<file path="config.mk">
export PLATFORM = sky130hd
export DESIGN_NAME = cla_tree_adder
export DESIGN_NICKNAME = d
export VERILOG_FILES = /design/src/rtl/cla_pkg.sv /design/src/rtl/cla_bit_cell.sv /design/src/rtl/cla_node.sv /design/src/rtl/cla_tree.sv /design/src/rtl/cla_tree_adder.sv
export SDC_FILE = /design/constraint.sdc
export NUM_CORES = 1
export LEC_CHECK = 0
export ABC_AREA = 0
export BUFFER_PORTS_ARGS = -buffer_cell sky130_fd_sc_hd__buf_2
export CAP_MARGIN = 30
export CORE_MARGIN = 5
export CORE_UTILIZATION = 30
export DETAILED_ROUTE_END_ITERATION = 6
export PLACE_DENSITY = 0.6
export RECOVER_POWER = 25
export SYNTH_ARGS = -nofsm -noshare
export SYNTH_HDL_FRONTEND = slang
export SYNTH_HIERARCHICAL = 1
export SYNTH_SLANG_ARGS = --single-unit
</file>
<file path="constraint.sdc">
create_clock -name vclk -period 5.45
set_input_delay 0.545 -clock vclk [all_inputs]
set_output_delay 0.545 -clock vclk [all_outputs]
set_load 0.005 [all_outputs]
</file>
<file path="src/rtl/cla_pkg.sv">
package cla_pkg;
  typedef struct packed {
    logic g;
    logic p;
  } gp_t;

  function automatic bit is_pow2(int n);
    return (n >= 2) && ((n & (n - 1)) == 0);
  endfunction
endpackage

</file>
<file path="src/rtl/cla_bit_cell.sv">
module cla_bit_cell (
  input  logic a_i,
  input  logic b_i,
  output cla_pkg::gp_t gp_o
);
  assign gp_o.g = a_i & b_i;
  assign gp_o.p = a_i ^ b_i;  // xor so the sum can reuse it
endmodule

</file>
<file path="src/rtl/cla_node.sv">
module cla_node (
  input  cla_pkg::gp_t lo_i,
  input  cla_pkg::gp_t hi_i,
  input  logic         c_i,
  output cla_pkg::gp_t blk_o,
  output logic         c_hi_o
);
  assign blk_o.g = hi_i.g | (lo_i.g & hi_i.p);
  assign blk_o.p = hi_i.p & lo_i.p;
  assign c_hi_o  = lo_i.g | (lo_i.p & c_i);
endmodule

</file>
<file path="src/rtl/cla_tree.sv">
module cla_tree #(
  parameter int W = 16
) (
  input  cla_pkg::gp_t [W-1:0] gp_i,
  input  logic                 c_i,
  output logic [W-1:0]         c_o,
  output cla_pkg::gp_t         gp_o
);
  generate
    if (W == 1) begin : g_leaf
      assign gp_o   = gp_i[0];
      assign c_o[0] = c_i;
    end else begin : g_split
      localparam int H = W / 2;
      cla_pkg::gp_t lo_gp, hi_gp;
      logic         c_hi;

      cla_tree #(.W(H)) u_lo (
        .gp_i (gp_i[H-1:0]),
        .c_i  (c_i),
        .c_o  (c_o[H-1:0]),
        .gp_o (lo_gp)
      );

      cla_tree #(.W(H)) u_hi (
        .gp_i (gp_i[W-1:H]),
        .c_i  (c_hi),
        .c_o  (c_o[W-1:H]),
        .gp_o (hi_gp)
      );

      cla_node u_node (
        .lo_i   (lo_gp),
        .hi_i   (hi_gp),
        .c_i    (c_i),
        .blk_o  (gp_o),
        .c_hi_o (c_hi)
      );
    end
  endgenerate
endmodule

</file>
<file path="src/rtl/cla_tree_adder.sv">
module cla_tree_adder #(
  parameter int N = 16
) (
  input  logic [N-1:0] a_i,
  input  logic [N-1:0] b_i,
  input  logic         c0_i,
  output logic [N-1:0] sum_o,
  output logic         g_o,
  output logic         p_o,
  output logic         carry_o
);
  // width legality
  generate
    if (!cla_pkg::is_pow2(N)) begin : g_bad_width
      $error("cla_tree_adder: N must be a power of two >= 2");
    end
  endgenerate

  cla_pkg::gp_t [N-1:0] bit_gp;
  cla_pkg::gp_t         root_gp;
  logic [N-1:0]         bit_c;

  for (genvar i = 0; i < N; i++) begin : g_bit
    cla_bit_cell u_cell (
      .a_i  (a_i[i]),
      .b_i  (b_i[i]),
      .gp_o (bit_gp[i])
    );
    assign sum_o[i] = bit_gp[i].p ^ bit_c[i];
  end

  cla_tree #(.W(N)) u_tree (
    .gp_i (bit_gp),
    .c_i  (c0_i),
    .c_o  (bit_c),
    .gp_o (root_gp)
  );

  assign g_o     = root_gp.g;
  assign p_o     = root_gp.p;
  assign carry_o = root_gp.g | (root_gp.p & c0_i);
endmodule

</file>
== After elaboration in Yosys (flattened, before gate mapping) ==
Cells that the tools add are included.

* Input port bits: 33
* Output and inout bits: 19
* Bits in registers: 0

* Bitwise gates (word level): 125

{| class="wikitable"
|+ Operator list
! kind !! number
|-
| 1-bit bitwise AND || 62
|-
| 1-bit bitwise XOR || 32
|-
| 1-bit OR || 31
|}

== Longest topological paths before layout ==
* Word-level depth: 15
* Mapped depth: 11

== Cells and area by module ==
Netlist, hierarchy kept.

{| class="wikitable"
|+ Modules (own cells, without submodules)
! module !! instances !! cells an instance !! sequential area each (um^2) !! area an instance (um^2)
|-
| cla_tree (u_tree.g_split.u_hi.g_split.u_hi.g_split.u_hi.g_split.u_hi ...) || 16 || 3 || 0.0 || 22.5
|-
| cla_node || 15 || 3 || 0.0 || 21.3
|-
| cla_bit_cell || 16 || 1 || 0.0 || 12.5
|-
| cla_tree_adder || 1 || 17 || 0.0 || 147.6
|}

== Worst setup path after synthesis ==
OpenSTA, ideal clock, no wires.

* Path kind: input to output
* From: input port a_i[1]
* To: output port sum_o[15]
* Cell stages on the path: 11
* Arrival time: 2.486 ns
* Path slack: 2.419 ns
* Buffers on the path: 2
* Data required time: 4.905 ns
* Cells stage by stage: ha_1 buf_4 a21o_1 a21o_1 a21o_1 a21o_1 a21o_1 a21o_1 a21o_1 buf_4 xor2_1

{| class="wikitable"
|+ RTL lines
! element !! line !! text
|-
| from (decl) || cla_tree_adder.sv:4 || <nowiki>input logic [N-1:0] a_i,</nowiki>
|-
| to (decl) || cla_tree_adder.sv:7 || <nowiki>output logic [N-1:0] sum_o,</nowiki>
|}

==> metrics.cfg <==
[status]
status=finished, final reports clean

[clocking]
cts_resized=0
cts_setup_buffers=0
ctsHoldBuffers=0

[cells_and_area]
regArea_um2=0
drive_gt1_share_pct=38.5
num-clock-buffers=0
final_common_cell=buf_2
area_growth_pct=-4.38
nets=181
nFillCells=391
final_cell_mix=50 x buf_2, 31 x a21o_1, 16 x xor2_1, 16 x ha_1, 13 x and2_1
sequential_cell_total=0
antenna_cells=0

[yosys]
synth_cell_types=5
ys_seq_area_share_pct=0
syn_inst=126
synth_warnings=6
synth.cell_area_mm2=0.00103
avgSynthCellArea_um2=8.15
syn-num-nets=175

[sta]
max_freq_ghz=0.318
slew_headroom_pct=90.2
final-setup-viol-count=0
hold_viol_final=0
fin_setup_tns_ps=0
tightest_slew_ps=147
drv_slew=0
rsz0062_at_grt=false
fin_crit_sh_pct=57.6
finalHoldWorstSlack_ps=1410
min_period_ps=3140

[worst_setup_path]
crit_arrival_ps=2600
required_ps=4910
critical_path_class=in2out
endpoint_kind=output pin
critPathLaunch=a_i[1]
path_max_fanout=4
start_kind=input port

[job]
cap_viol_max_count=0

[placed_design]
gp_congestion=0.639
dp_hpwl_um=1590
portBuffers=52

[power_and_ir_drop]
p_leak_nw=0.687
p_per_area_mw_per_mm2=117
pwr-share-clk_pct=0
switching_share_pct=45.6
p_int_mw=0.0628
combPwrFrac_pct=100.0
pwr-share-seq_pct=0
switching_power_mw=0.0526
peakVddDrop_v=0.0000382

[grt]
first_global_vias=644
grt_use_total_pct=6.36
grt_pass1_wl_um=2460
grt.overflow.total=0
grt_antenna_before_repair=0
grt_max_degree=7

[worst_hold_path]
worstHoldPathType=in2out
min-delay-start=c0_i

[detailed_routing]
dr_total_vias=725
routed_wl_um=1640
routed_via_density=4.12
antenna_left=0
wl_per_cell_um=9.31
post-route-drc-count=0
drt_iter0_drc=11
drtPass1Iterations=4

[floorplan]
die_w_um=68.5
core-area_mm2=0.00334
rows=21
fp.dieH_um=68.5
die_area_mm2=0.00469
ios=52
initial_utilization_pct=30.8

[critical path: stages]
cell    delay [ps]
buf_2          100
ha_1           320
a21o_1         180
a21o_1         180
a21o_1         190
a21o_1         200
a21o_1         220
a21o_1         200
a21o_1         180
xor2_1         150
buf_2          130
[per-layer routing]
layer	routed length [µm]	global-route usage [%]	up-vias
li1	-	-	388
met1	646	7.95	310
met2	824	12.0	27
met3	168	0.972	0
met4	0	0	0
met5	0	0	-
[final timing paths]
check	to	cells after the start
setup / recovery	sum_o[15]	11
hold / removal	sum_o[0]	3
[cells by family (layout without fill, tap and decap cells)]
group / count (synthesis) / after routing / share of synthesized area, %
buffers and inverters: 48 / 52 / 35.1
AO/OA/AOI/OAI: 31 / 31 / 22.7
adder cells (fa/ha/maj): 16 / 16 / 19.5
XOR/XNOR: 16 / 16 / 13.6
AND/OR/NAND/NOR: 15 / 15 / 9.14
[power by group through the flow]
stage / Combinational, mW / Sequential (mW) / Clock [mW]
2_1_floorplan: 0.112 / 0 / 0
3_3_place_gp: 0.118 / 0 / 0
3_5_place_dp: 0.118 / 0 / 0
4_1_cts: 0.119 / 0 / 0
5_1_grt: 0.131 / 0 / 0
6_report: 0.115 / 0 / 0
[cells in the mapped netlist]
cell type / n / area (µm²)
buf_4: 48 / 360
a21o_1: 31 / 233
ha_1: 16 / 200
xor2_1: 16 / 140
and2_1: 15 / 93.8
[final cells by class]
type | instances | area [µm²] | share of cell area [%]
Multi-Input combinational cell | 78 | 667 | 67.9
Tap cell | 46 | 57.6 | 5.86
Timing Repair Buffer | 52 | 258 | 26.2
[metrics by stage]
step / std cells / worst slack, ps / power, mW / area, µm² / utilization (%)
after floorplan: 126 / 2420 / 0.112 / 1030 / -
after global placement: 176 / 2330 / 0.118 / 985 / 29.5
after detailed placement: 176 / 2300 / 0.118 / 985 / 29.5
after CTS: 176 / 2300 / 0.119 / 985 / 29.5
after global routing: 176 / 2160 / 0.131 / 982 / 29.4
final: 176 / 2310 / 0.115 / 982 / 29.4
No activity file was read; power rests on OpenSTA's default activity.
